**src/rtl/edit_mask_pkg.sv**
```systemverilog
package edit_mask_pkg;
  localparam int CHAR_W = 6;
  typedef logic [CHAR_W-1:0] char_t;

  localparam char_t CH_BLANK  = 6'h00;
  localparam char_t CH_AT     = 6'h20;
  localparam char_t CH_ZERO   = 6'h10;
  localparam int    N_PUNCT   = 4;
  localparam char_t PUNCT_TAB [N_PUNCT] = '{6'h0C, 6'h0D, 6'h0E, 6'h0F};
  localparam logic [1:0] ZONE_NUM = 2'b01;

  localparam logic [1:0] CC_NEG  = 2'd1;
  localparam logic [1:0] CC_ZERO = 2'd2;
  localparam logic [1:0] CC_POS  = 2'd3;

  typedef enum logic [2:0] {
    ST_IDLE, ST_RD_SRC, ST_GET_SRC, ST_RD_MSK, ST_EV_MSK, ST_SIGN, ST_DONE
  } state_t;

  typedef enum logic [1:0] {CLS_FILL, CLS_AT, CLS_PUNCT} cls_t;
endpackage

```
**src/rtl/edit_len_dec.sv**
```systemverilog
module edit_len_dec #(
  parameter int CNT_W = 8
) (
  input  logic [3:0]       tens_i,
  input  logic [3:0]       units_i,
  output logic [CNT_W-1:0] count_o
);
  localparam logic [CNT_W-1:0] FULL_LEN = CNT_W'(100);

  logic [CNT_W-1:0] raw;

  // 10*t = 8*t + 2*t
  assign raw = CNT_W'({tens_i, 3'b000}) + CNT_W'({tens_i, 1'b0}) + CNT_W'(units_i);
  assign count_o = (raw == '0) ? FULL_LEN : raw;
endmodule

```
**src/rtl/edit_char_class.sv**
```systemverilog
module edit_char_class
  import edit_mask_pkg::*;
(
  input  char_t ch_i,
  output cls_t  cls_o,
  output logic  zero_fill_o
);
  logic [N_PUNCT-1:0] hit;

  for (genvar g = 0; g < N_PUNCT; g++) begin : g_punct
    assign hit[g] = (ch_i == PUNCT_TAB[g]);
  end

  always_comb begin
    if (ch_i == CH_AT)   cls_o = CLS_AT;
    else if (|hit)       cls_o = CLS_PUNCT;
    else                 cls_o = CLS_FILL;
  end

  assign zero_fill_o = (ch_i == CH_ZERO);
endmodule

```
**src/rtl/edit_sig_track.sv**
```systemverilog
module edit_sig_track (
  input  logic       clk_i,
  input  logic       rst_ni,
  input  logic       clear_i,
  input  logic       digit_valid_i,
  input  logic [3:0] digit_i,
  input  logic       fill_zero_i,
  input  logic       sign_load_i,
  input  logic       sign_bit_i,
  output logic       sig_o,
  output logic       write_digit_o,
  output logic       nonzero_o,
  output logic       neg_o
);
  logic sig_q, nz_q, neg_q;
  logic digit_nz;

  assign digit_nz      = (digit_i != 4'd0);
  assign write_digit_o = sig_q | digit_nz | fill_zero_i;

  always_ff @(posedge clk_i or negedge rst_ni) begin
    if (!rst_ni) begin
      sig_q <= 1'b0;
      nz_q  <= 1'b0;
      neg_q <= 1'b0;
    end else if (clear_i) begin
      sig_q <= 1'b0;
      nz_q  <= 1'b0;
      neg_q <= 1'b0;
    end else begin
      if (digit_valid_i && write_digit_o) sig_q <= 1'b1;
      if (digit_valid_i && digit_nz)      nz_q  <= 1'b1;
      if (sign_load_i)                    neg_q <= sign_bit_i;
    end
  end

  assign sig_o     = sig_q;
  assign nonzero_o = nz_q;
  assign neg_o     = neg_q;
endmodule

```
**src/rtl/edit_mask_engine.sv**
```systemverilog
module edit_mask_engine
  import edit_mask_pkg::*;
#(
  parameter int ADDR_W = 10,
  parameter int CNT_W  = 8
) (
  input  logic              clk_i,
  input  logic              rst_ni,
  input  logic              start_i,
  input  logic [ADDR_W-1:0] src_addr_i,
  input  logic [ADDR_W-1:0] mask_addr_i,
  input  logic [3:0]        len_tens_i,
  input  logic [3:0]        len_units_i,
  output logic              done_o,
  output logic [1:0]        cc_o,
  output logic              mem_req_o,
  output logic              mem_we_o,
  output logic [ADDR_W-1:0] mem_addr_o,
  output logic [5:0]        mem_wdata_o,
  input  logic [5:0]        mem_rdata_i
);
  localparam logic [CNT_W-1:0] ONE = CNT_W'(1);

  state_t            state_q, state_d;
  logic [ADDR_W-1:0] src_ptr_q, msk_ptr_q;
  logic [CNT_W-1:0]  remain_q, len_count;
  logic [3:0]        digit_q;
  char_t             held_q, held_d;
  logic [1:0]        cc_q;

  cls_t  cls;
  logic  zero_fill;
  logic  sig, write_digit, nonzero, neg;
  logic  accept, digit_valid, sign_load, last_digit;
  logic  wr;
  char_t wdata, digit_char;

  edit_len_dec #(.CNT_W(CNT_W)) u_len (
    .tens_i  (len_tens_i),
    .units_i (len_units_i),
    .count_o (len_count)
  );

  edit_char_class u_cls (
    .ch_i        (mem_rdata_i),
    .cls_o       (cls),
    .zero_fill_o (zero_fill)
  );

  assign accept      = (state_q == ST_IDLE) && start_i;
  assign digit_valid = (state_q == ST_EV_MSK) && (cls == CLS_FILL);
  assign last_digit  = (remain_q == ONE);
  assign sign_load   = (state_q == ST_GET_SRC) && last_digit;
  assign digit_char  = {1'b0, 1'b1, digit_q};

  edit_sig_track u_sig (
    .clk_i         (clk_i),
    .rst_ni        (rst_ni),
    .clear_i       (accept),
    .digit_valid_i (digit_valid),
    .digit_i       (digit_q),
    .fill_zero_i   (zero_fill),
    .sign_load_i   (sign_load),
    .sign_bit_i    (mem_rdata_i[5]),
    .sig_o         (sig),
    .write_digit_o (write_digit),
    .nonzero_o     (nonzero),
    .neg_o         (neg)
  );

  always_comb begin
    state_d = state_q;
    wr      = 1'b0;
    wdata   = CH_BLANK;
    held_d  = held_q;
    unique case (state_q)
      ST_IDLE:    if (start_i) state_d = ST_RD_SRC;
      ST_RD_SRC:  state_d = ST_GET_SRC;
      ST_GET_SRC: state_d = ST_RD_MSK;
      ST_RD_MSK:  state_d = ST_EV_MSK;
      ST_EV_MSK: begin
        unique case (cls)
          CLS_AT: begin
            wr      = 1'b1;
            wdata   = CH_BLANK;
            held_d  = CH_BLANK;
            state_d = ST_RD_MSK;
          end
          CLS_PUNCT: begin
            if (!sig) begin
              wr    = 1'b1;
              wdata = held_q;
            end else begin
              held_d = mem_rdata_i;
            end
            state_d = ST_RD_MSK;
          end
          default: begin
            if (write_digit) begin
              wr     = 1'b1;
              wdata  = digit_char;
              held_d = digit_char;
            end else begin
              held_d = mem_rdata_i;
            end
            state_d = last_digit ? ST_SIGN : ST_RD_SRC;
          end
        endcase
      end
      ST_SIGN: begin
        wr      = !(neg && nonzero);
        wdata   = CH_BLANK;
        state_d = ST_DONE;
      end
      ST_DONE: state_d = ST_IDLE;
      default: state_d = ST_IDLE;
    endcase
  end

  always_ff @(posedge clk_i or negedge rst_ni) begin
    if (!rst_ni) begin
      state_q   <= ST_IDLE;
      src_ptr_q <= '0;
      msk_ptr_q <= '0;
      remain_q  <= '0;
      digit_q   <= '0;
      held_q    <= CH_BLANK;
      cc_q      <= 2'd0;
    end else begin
      state_q <= state_d;
      unique case (state_q)
        ST_IDLE: if (start_i) begin
          src_ptr_q <= src_addr_i;
          msk_ptr_q <= mask_addr_i;
          remain_q  <= len_count;
          held_q    <= CH_BLANK;
        end
        ST_GET_SRC: begin
          digit_q   <= mem_rdata_i[3:0];
          src_ptr_q <= src_ptr_q + 1'b1;
        end
        ST_EV_MSK: begin
          msk_ptr_q <= msk_ptr_q + 1'b1;
          held_q    <= held_d;
          if (cls == CLS_FILL) remain_q <= remain_q - ONE;
        end
        ST_SIGN: cc_q <= !nonzero ? CC_ZERO : (neg ? CC_NEG : CC_POS);
        default: ;
      endcase
    end
  end

  assign mem_req_o   = (state_q == ST_RD_SRC) || (state_q == ST_RD_MSK) || wr;
  assign mem_we_o    = wr;
  assign mem_addr_o  = (state_q == ST_RD_SRC) ? src_ptr_q : msk_ptr_q;
  assign mem_wdata_o = wdata;
  assign done_o      = (state_q == ST_DONE);
  assign cc_o        = cc_q;
endmodule

```
**config.mk**
```make
export PLATFORM = sky130hd
export DESIGN_NAME = edit_mask_engine
export DESIGN_NICKNAME = d
export VERILOG_FILES = /design/src/rtl/edit_mask_pkg.sv /design/src/rtl/edit_len_dec.sv /design/src/rtl/edit_char_class.sv /design/src/rtl/edit_sig_track.sv /design/src/rtl/edit_mask_engine.sv
export SDC_FILE = /design/constraint.sdc
export NUM_CORES = 1
export LEC_CHECK = 0
export CELL_PAD_IN_SITES_DETAIL_PLACEMENT = 0
export CELL_PAD_IN_SITES_GLOBAL_PLACEMENT = 2
export CORE_MARGIN = 3
export CORE_UTILIZATION = 42
export CTS_BUF_LIST = sky130_fd_sc_hd__clkbuf_4 sky130_fd_sc_hd__clkbuf_8 sky130_fd_sc_hd__clkbuf_16
export DETAILED_ROUTE_END_ITERATION = 10
export DONT_BUFFER_PORTS = 1
export PLACE_DENSITY = 0.91
export SYNTH_ARGS = -nofsm -noshare
export SYNTH_HDL_FRONTEND = slang
export SYNTH_SLANG_ARGS = --single-unit
```
**constraint.sdc**
```tcl
create_clock -name clk_i -period 3.5 [get_ports clk_i]
set_clock_uncertainty 0.05 [all_clocks]
set_input_delay 0.525 -clock clk_i [delete_from_list [all_inputs] [get_ports clk_i]]
set_output_delay 0.525 -clock clk_i [all_outputs]
set_load 0.01 [all_outputs]
```
==> flow_metrics.tcl, run 1 <==
set metrics [dict create \
    outcome "finished, final reports clean" \
    slowest_stage "or3b_1" \
    fp.dieH_um 91.4 \
    grt_max_degree 47 \
    drive_gt1_frac 0.132 \
    dr.pass1.iters 4 \
    slew_viol_final 0 \
    final_cell_area_um2 3290 \
    grt_pass1_wl_um 13400 \
    layout_min_cycle_time_ns 2.90 \
    clock_sinks 46 \
    ys.flop_type "dfrtp_1" \
    cp.arrival_ns 2.33 \
    async_flop_share 1.00 \
    setup_viol 0 \
    peakVddDrop_v 0.000387 \
    grt_pass1_vias 2635 \
    seq_area_frac_synth 0.376 \
    rows 30 \
    max_slew_margin 0.514 \
    drt-wirelength-per-cell_um 17.9 \
    cts_repair_resize_count 0 \
    max_freq_mhz 345 \
    crit_buf_inv 0 \
    clock_latency_ns 0.29 \
    synth_edf_count 0 \
    cts_tree "built" \
    cts_buffers 5 \
    setup_tns_ns 0 \
    dieArea_um2 8360 \
    place.detailed.hpwl_um 5670 \
    synth.avg_cell_area_um2 9.12 \
    fin_crit_sh 0.829 \
    synthCells 336 \
    final_common_cell "dfrtp_1" \
    final_cell_mix "46 x dfrtp_1, 32 x nand2_1, 28 x nor2_1, 21 x o21ai_0, 21 x a21oi_1" \
    yosys_warnings 0 \
    tightest_slew_ns 0.723 \
    synthToLayoutAreaGrowth_pct 7.39 \
    ant_nets 0 \
    worst_setup_path_start_kind "flip-flop" \
    die_x_um 91.4 \
    ys_ff_latch 46 \
    power.density_nw_per_um2 811 \
    initial_core_util 0.441 \
    antenna_found_initial 0 \
    clkTransAtPathRegs_ns 0.08 \
    htree_levels 2 \
    cp.required_ns 2.92 \
    drc 0 \
    max_stage_delay_ns 0.69 \
    critPathMaxFanout 16 \
    path_cells "or3b_1, nor3_2, a22o_1" \
    place_congestion 0.784 \
    ioPinCount 58 \
    grt_overflow_total 0 \
    root_buffer "clkbuf_8" \
    crit_type "flip-flop to primary output" \
    routed_wl_um 7710 \
    leakage_nw 1.34 \
    hp-class "input pin to async pin" \
    synth_area_um2 3060 \
    hold_viol_final 0 \
    cap_violations 0 \
    grt_usage 0.195 \
    rsz0062_at_grt "false" \
    reg2reg_setup_slack_ns 1.12 \
    placed_area_um2 3150 \
    drtIter0Drc 108 \
    portBuffers 0 \
    via_per_inst 5.94 \
    critPathTopFamily "simple AND/OR/NAND/NOR gates" \
    fin_util 0.474 \
    n_antenna_cell 0 \
    end_kind "primary output" \
    nets 383 \
    vias 2554 \
    clk_path_buf_depth 2 \
    synth_cell_types 63 \
    core_um2 6940 \
    synth_fp_nets 386 \
]
[cells by family after synthesis]
| logic type | Yosys count | share of synthesized area |
|---|---|---|
| and+or+nand+nor | 130 | 0.236 |
| DFF | 46 | 0.376 |
| muxes | 12 | 0.0449 |
| adders and majority gates | 13 | 0.0580 |
| buffers and inverters | 27 | 0.0400 |
| xor gates and xnor gates | 1 | 0.00286 |
| AOI/OAI and AO/OA | 107 | 0.243 |
[area by class of cell]
cell class | count | area, µm²
flip-flops and latches | 46 | 1150
fillers | 678 | 3650
repair buffers | 6 | 65.1
clock buffers | 7 | 83.8
inverters | 11 | 41.3
clock inverters | 1 | 30.0
well taps | 96 | 120
multi-input cells | 263 | 1800
[cell usage after synthesis, types with 3 or more instances]
library cell | instances | share of area
nor2b_1 | 4 | 0.0082
or3_1 | 4 | 0.0082
nor3_1 | 7 | 0.011
and2_1 | 3 | 0.0061
o21ai_0 | 21 | 0.034
and3_1 | 5 | 0.010
mux2_2 | 10 | 0.037
a211oi_1 | 9 | 0.022
nor4_1 | 4 | 0.0082
clkbuf_1 | 6 | 0.0073
nand3_1 | 13 | 0.021
nand4_1 | 4 | 0.0082
dfrtp_1 | 46 | 0.38
o22ai_1 | 5 | 0.010
a22o_1 | 11 | 0.031
ha_1 | 11 | 0.045
a311oi_1 | 7 | 0.020
o211ai_1 | 8 | 0.020
inv_1 | 11 | 0.013
or2_2 | 3 | 0.0061
a21o_1 | 3 | 0.0073
nand2_1 | 32 | 0.039
nor2_1 | 28 | 0.034
buf_2 | 8 | 0.013
nand2b_1 | 4 | 0.0082
a21oi_1 | 21 | 0.034
[final timing paths]
| check | from | endpoint | depth (start not counted) |
|---|---|---|---|
| min in group clk_i | mem_rdata_i[1] | digit_q[1]$_DFFE_PN0P_ | 2 |
| setup reg to reg | state_q[2]$_DFFE_PN0P_ | remain_q[4]$_DFFE_PN0P_ | 5 |
| hold reg to reg | held_q[5]$_DFFE_PN0P_ | held_q[5]$_DFFE_PN0P_ | 1 |
| setup / recovery | state_q[2]$_DFFE_PN0P_ | mem_wdata_o[0] | 3 |
| hold / removal | rst_ni | remain_q[6]$_DFFE_PN0P_ | 1 |
| max in group asynchronous | rst_ni | src_ptr_q[4]$_DFFE_PN0P_ | 1 |
[what timing repair did]
| item | CTS | global route |
|---|---|---|
| setup buffers | 0 | 0 |
| hold buffers | 1 | 0 |
| hold endpoints to repair | 46 | 0 |
[registers in the layout (all words and copies together) (netlist names)]
| signal | count |
|---|---|
| state_q | 3 |
| cc_o | 2 |
| src_ptr_q | 10 |
| remain_q | 8 |
| msk_ptr_q | 10 |
| digit_q | 4 |
| held_q | 6 |
| u_sig.sig_o | 1 |
| u_sig.nonzero_o | 1 |
| u_sig.neg_o | 1 |
[through the flow]
| stage | power [mW] | cells | hold WS, ns | worst slack [ns] |
|---|---|---|---|---|
| final | 2.67 | 430 | 0.0175 | 0.598 |
| after global placement | 2.24 | 421 | 0.181 | 0.747 |
| after detailed placement | 2.26 | 421 | 0.181 | 0.720 |
| after floorplan | 1.96 | 336 | 0.179 | 0.860 |
| after CTS | 2.69 | 430 | 0.0257 | 0.564 |
| after global routing | 2.91 | 430 | 0.0255 | 0.384 |
[layer usage]
layer | vias to the layer above | share of wire | track usage
met1 | 1241 | 0.46 | 0.259
li1 | 1261 | - | -
met2 | 50 | 0.48 | 0.324
met3 | 2 | 0.053 | 0.0472
met5 | - | 0 | 0
met4 | 0 | 0.0042 | 0.0389
[power breakdown]
group,internal [mW],switching (mW),leakage [nW],total [mW]
clock,0.229,0.175,0.0593,0.404
combinational,0.509,0.668,0.730,1.18
sequential,0.769,0.318,0.553,1.09
Power figures use the tool's default switching activity.
==> inputs of run 2 (changes only) <==
Settings changed: ABC_AREA from default to 1, CORE_UTILIZATION 42 to 35, PLACE_DENSITY 0.91 to 0.85.
Clock period 3.5 ns to 2.8 ns, I/O delays scaled along.
==> run 2 against run 1 <==
  * Clock power rose by 32%
  * Sequential share of layout area fell by 2.0 points
  * First-iteration DRC count rose by 3.7%
  * Wire length rose by 12%
  * Area after synthesis rose by 6.2%
  * Clock-buffer cell count did not move
  * Via count rose by 15%
  * Utilization fell by 8.1 points
  * Worst setup slack got worse by 0.35 ns
  * Total power rose by 35%
  * Register-to-register slack got worse by 0.37 ns
  * Sequential power rose by 18%
  * Critical path type unchanged
  * Highest routed layer unchanged
==> flow_metrics.tcl, run 2 <==
set metrics [dict create \
    outcome "finished, final reports clean" \
    synth_area_um2 3250 \
    reg.largest.list "msk_ptr_q (10), src_ptr_q (10), remain_q (8)" \
    die_x_um 102 \
    grt_max_degree 47 \
    crit_buf_inv 1 \
    clk_path_buf_depth 2 \
    seq_area_frac_synth 0.354 \
    initial_core_util 0.366 \
    clkTransAtPathRegs_ns 0.10 \
    cp.arrival_ns 2.09 \
    drc 0 \
    peakVddDrop_v 0.000350 \
    cp.required_ns 2.33 \
    path_cells "inv_2, nand3_1, o21ai_0" \
    n_antenna_cell 0 \
    core_um2 8890 \
    wl_met1_um 4100 \
    yosysTopAreaCellShare 0.354 \
    max_stage_delay_ns 0.60 \
    p_int_mw 1.86 \
    drive_gt1_frac 0.0677 \
    grt_overflow_total 0 \
    hp-start "mem_rdata_i[1]" \
    yosysMostFrequentCell "nand2_1" \
    clock_latency_ns 0.31 \
    tightest_slew_ns 0.712 \
    setup_viol 0 \
    cts_tree "built" \
    worst_setup_path_start_kind "flip-flop" \
    routed_wl_um 8660 \
    rsz0062_at_grt "false" \
    synth_top_cell_by_area "dfrtp_1" \
    final_cell_mix "139 x nand2_1, 56 x nor2_1, 52 x inv_1, 46 x dfrtp_1, 37 x nand3_1" \
    fin_util 0.393 \
    critPathMaxFanout 21 \
    synth.avg_cell_area_um2 6.91 \
    yosys-top-cells-count "139 x nand2_1, 56 x nor2_1, 52 x inv_1, 46 x dfrtp_1, 37 x nand3_1" \
    slew_viol_final 0 \
    dr_wl_met3_um 457 \
    vias 2934 \
    postCtsSetupBuffers 0 \
    htree_levels 2 \
    portBuffers 0 \
    clock_power_share 0.148 \
    placed_area_um2 3340 \
    synth_fp_nets 521 \
    drtIter0Drc 112 \
    synthCells 471 \
    crit_path_start "state_q[2]$_DFFE_PN0P_" \
    antenna_found_initial 0 \
    yosys-top-cells-area "dfrtp_1 35%, nand2_1 16%, nor2_1 6.5%" \
    async_flop_share 1.00 \
    cts_buffers 5 \
    nets 522 \
    power.density_nw_per_um2 1030 \
    pwr-share-seq 0.357 \
    end_kind "primary output" \
    hp-class "input pin to flip-flop" \
    clock_sinks 46 \
    wl_met2_um 3890 \
    ant_nets 0 \
    switching_share 0.483 \
    layout_min_cycle_time_ns 2.56 \
    dr.pass1.iters 4 \
    reg2reg_depth 8 \
    p_switching_mw 1.74 \
    max_freq_mhz 391 \
    setup_tns_ns 0 \
    worst_r2r_endpoint "held_q[1]$_DFFE_PN0P_" \
    synth_edf_count 0 \
    ioPinCount 58 \
    drt-wirelength-per-cell_um 14.9 \
    final_common_cell "nand2_1" \
    final_cell_area_um2 3490 \
    reg2reg_setup_slack_ns 0.75 \
    ys.flop_type "dfrtp_1" \
    place_congestion 0.819 \
    slowest_stage "o21ai_0" \
    crit_type "flip-flop to primary output" \
    dieArea_um2 10500 \
    fin_crit_sh 0.913 \
    synth_cell_types 41 \
    via_per_inst 5.05 \
    root_buffer "clkbuf_8" \
    max_slew_margin 0.524 \
    place.detailed.hpwl_um 6550 \
    power_frac_comb 0.495 \
    hold_viol_final 0 \
    cap_violations 0 \
    critPathTopFamily "compound AO/OA/AOI/OAI gates" \
    leakage_nw 1.74 \
    top_layer "met4" \
    grt_pass1_vias 2954 \
    ys_ff_latch 46 \
    yosys_warnings 0 \
    rr_startpoint "state_q[0]$_DFFE_PN0P_" \
    grt_pass1_wl_um 14400 \
    whs_endpoint "digit_q[1]$_DFFE_PN0P_" \
    synthToLayoutAreaGrowth_pct 7.34 \
    fp.dieH_um 102 \
    min_path_cells 2 \
    rows 34 \
    grt_usage 0.173 \
]
==> run 2: cell count changes after synthesis, sizes merged, moves of 8 or more <==
| cell | delta |
|---|---|
| nand3 | +26 |
| inv | +49 |
| a211oi | -8 |
| a22o | -12 |
| o21ai | +16 |
| nor2 | +30 |
| mux2 | -11 |
| nand2 | +109 |
==> run 2: cell type report <==
class	instances	area, µm²
clock inverter	1	30.0
inverter	61	231
fill	986	5400
sequential	46	1150
timing repair buffer	4	52.6
clock buffer	7	83.8
multi-input combinational	354	1810
tap	108	135
==> run 2: logic make-up after synthesis <==
group | synth area share
compound gates | 0.132
xor+xnor | 0.0162
fa+ha+maj | 0.0546
buf+inv | 0.0904
flops | 0.354
simple gates | 0.353
==> run 2: repair_timing <==
action,4_1_cts,5_1_grt
hold buffers,2,0
gates resized for setup,0,0
hold endpoints to repair,46,0
==> run 2: worst max-delay path by stage <==
stage                              end  slack (ns)  cells after the start
3_5_place_dp   remain_q[5]$_DFFE_PN0P_        0.52                     13
6_report                 mem_addr_o[5]        0.24                      3
2_1_floorplan  remain_q[2]$_DFFE_PN0P_        0.64                     13
5_1_grt                  mem_addr_o[4]        0.06                      3
4_1_cts                  mem_addr_o[3]        0.24                      3
3_3_place_gp   remain_q[5]$_DFFE_PN0P_        0.55                     13
==> run 2: metrics by stage <==
step | std cells | setup WS, ns | hold WS (ns) | power [mW]
floorplan | 471 | 0.636 | 0.0744 | 2.69
global placement | 571 | 0.552 | 0.0773 | 3.06
detailed placement | 571 | 0.516 | 0.0772 | 3.08
CTS | 581 | 0.244 | 0.177 | 3.65
global route | 581 | 0.0597 | 0.180 | 3.98
finish | 581 | 0.243 | 0.182 | 3.60
==> run 2: routing by layer <==
| metal | vias up | GRT usage |
|---|---|---|
| li1 | 1523 | - |
| met1 | 1335 | 0.230 |
| met2 | 62 | 0.270 |
| met3 | 14 | 0.0478 |
| met4 | 0 | 0.0605 |
| met5 | - | 0 |
==> run 2: power groups by stage <==
stage	Clock (mW)	Sequential [mW]	Combinational (mW)
2_1_floorplan	0	1.20	1.48
3_3_place_gp	0	1.30	1.76
3_5_place_dp	0	1.30	1.78
4_1_cts	0.548	1.29	1.81
5_1_grt	0.574	1.34	2.06
6_report	0.532	1.29	1.78
==> inputs of run 3 (changes only) <==
Settings changed: CELL_PAD_IN_SITES_DETAIL_PLACEMENT 0 to 1, CELL_PAD_IN_SITES_GLOBAL_PLACEMENT 2 to 1, CORE_UTILIZATION 35 to 45.
==> run 3 against run 2 <==
  * Maximum frequency up 0.91%
  * Final cell count down 2.1%
  * Combinational power grew 3%
  * Sequential cell count is the same
  * Global-route usage is 5.8 points higher
  * Critical path type unchanged
  * Largest cell class unchanged
  * Highest routed layer unchanged
==> flow_metrics.tcl, run 3 (synthesized netlist as in run 2, its figures left out) <==
set metrics [dict create \
    pwr-share-seq 0.363 \
    drc 0 \
    reg2reg_setup_slack_ns 0.72 \
    layout_min_cycle_time_ns 2.53 \
    setup_slack_ns 0.266 \
    peakVddDrop_v 0.000383 \
    reg2reg_depth 8 \
    final_cell_area_um2 3450 \
    antenna_found_initial 0 \
    path_cells "inv_2, nand3_1, o21ai_0" \
    dp_cells 559 \
    whs_endpoint "digit_q[3]$_DFFE_PN0P_" \
    rsz0062_at_grt "false" \
    cp.required_ns 2.33 \
    leakage_nw 1.73 \
    clock_latency_ns 0.32 \
    setup_tns_ns 0 \
    synthToLayoutAreaGrowth_pct 6.15 \
    critPathMaxFanout 21 \
    nets 522 \
    cts_tree "built" \
    placed_area_um2 3330 \
    cts_repair_resize_count 0 \
    core_um2 6910 \
    slew_viol_final 0 \
    clock_sinks 46 \
    routed_wl_um 9070 \
    min_path_cells 2 \
    rr_startpoint "state_q[0]$_DFFE_PN0P_" \
    crit_type "flip-flop to primary output" \
    dieArea_um2 8290 \
    slowest_stage "o21ai_0" \
    final_cell_mix "139 x nand2_1, 56 x nor2_1, 52 x inv_1, 46 x dfrtp_1, 37 x nand3_1" \
    outcome "finished, final reports clean" \
    drt-wirelength-per-cell_um 15.9 \
    fin_cells 569 \
    fin_util 0.500 \
    critPathTopFamily "compound AO/OA/AOI/OAI gates" \
    worst_setup_path_start_kind "flip-flop" \
    worst_r2r_endpoint "held_q[1]$_DFFE_PN0P_" \
    p_switching_mw 1.81 \
    grt_pass1_wl_um 15700 \
    cp.arrival_ns 2.06 \
    drtIter0Drc 137 \
    fp.dieH_um 91.0 \
    max_slew_margin 0.537 \
    root_buffer "clkbuf_8" \
    grt_pass1_vias 3326 \
    p_total_mw 3.56 \
    dr.pass1.iters 4 \
    grt_overflow_total 0 \
    power.density_nw_per_um2 1030 \
    max_stage_delay_ns 0.60 \
    setup_viol 0 \
    grt_usage 0.231 \
    clkTransAtPathRegs_ns 0.09 \
    ioPinCount 58 \
    max_freq_mhz 395 \
    crit_buf_inv 1 \
    power_frac_comb 0.514 \
    n_antenna_cell 0 \
    via_per_inst 5.40 \
    hp-start "mem_rdata_i[3]" \
    end_kind "primary output" \
    holdWs_ns 0.179 \
    pre_cts_ws_ns 0.417 \
    grt_max_degree 47 \
    vias 3072 \
    final_common_cell "nand2_1" \
    hp-class "input pin to flip-flop" \
    htree_levels 2 \
    rows 30 \
    place_congestion 0.820 \
    hold_viol_final 0 \
    p_int_mw 1.75 \
    reg.largest.list "msk_ptr_q (10), src_ptr_q (10), remain_q (8)" \
    tightest_slew_ns 0.690 \
    drive_gt1_frac 0.0677 \
    initial_core_util 0.471 \
    switching_share 0.508 \
    ant_nets 0 \
    cts_buffers 5 \
    cap_violations 0 \
    portBuffers 0 \
    clock_power_share 0.122 \
    place.detailed.hpwl_um 7040 \
    clk_path_buf_depth 2 \
    die_x_um 91.0 \
    fin_crit_sh 0.905 \
]
[run 3: changes by cell type in the layout (fill, tap and decap cells not counted)]
cell,change
bufinv_16,-1
clkbuf_4,-2
clkinv_2,+1
clkinv_4,+1
clkinvlp_4,+1
[run 3: power by group through the flow]
stage,clock (mW),combinational [mW],sequential [mW]
after global routing,0.473,2.11,1.35
after global placement,0,1.72,1.29
after CTS,0.443,1.84,1.29
after detailed placement,0,1.82,1.30
after floorplan,0,1.48,1.20
final,0.436,1.83,1.29
[run 3: what timing repair did]
item / 4_1_cts / 5_1_grt
hold buffers: 2 / 0
buffers inserted: 0 / 0
endpoints found under the hold margin: 46 / 0
[run 3: worst max-delay path by stage]
stage	startpoint	endpoint	cells after the start
after floorplan	len_tens_i[0]	remain_q[2]$_DFFE_PN0P_	13
after global placement	len_tens_i[0]	remain_q[5]$_DFFE_PN0P_	13
after detailed placement	len_tens_i[0]	remain_q[5]$_DFFE_PN0P_	13
after CTS	state_q[2]$_DFFE_PN0P_	mem_addr_o[3]	3
after global routing	state_q[2]$_DFFE_PN0P_	mem_addr_o[0]	3
final	state_q[2]$_DFFE_PN0P_	mem_addr_o[3]	3
[run 3: routing by layer]
| metal | global-route usage | share of wire | vias up |
|---|---|---|---|
| li1 | - | - | 1525 |
| met1 | 0.292 | 0.45 | 1482 |
| met2 | 0.391 | 0.49 | 52 |
| met3 | 0.0522 | 0.041 | 13 |
| met4 | 0.0754 | 0.020 | 0 |
| met5 | 0 | 0 | - |
[run 3: area by class of cell]
type / instances / area (µm²)
repair buffers: 4 / 52.6
fillers: 954 / 3450
flip-flops and latches: 46 / 1150
clock buffers: 5 / 68.8
well taps: 96 / 120
multi-input cells: 354 / 1810
clock inverters: 3 / 21.3
inverters: 61 / 231
[run 3: worst register-to-register path, delay by kind of cell (launching register included)]
family | cells | cell delay [ns]
buf+inv | 2 | 0.48
flops | 1 | 0.51
simple gates | 6 | 0.94
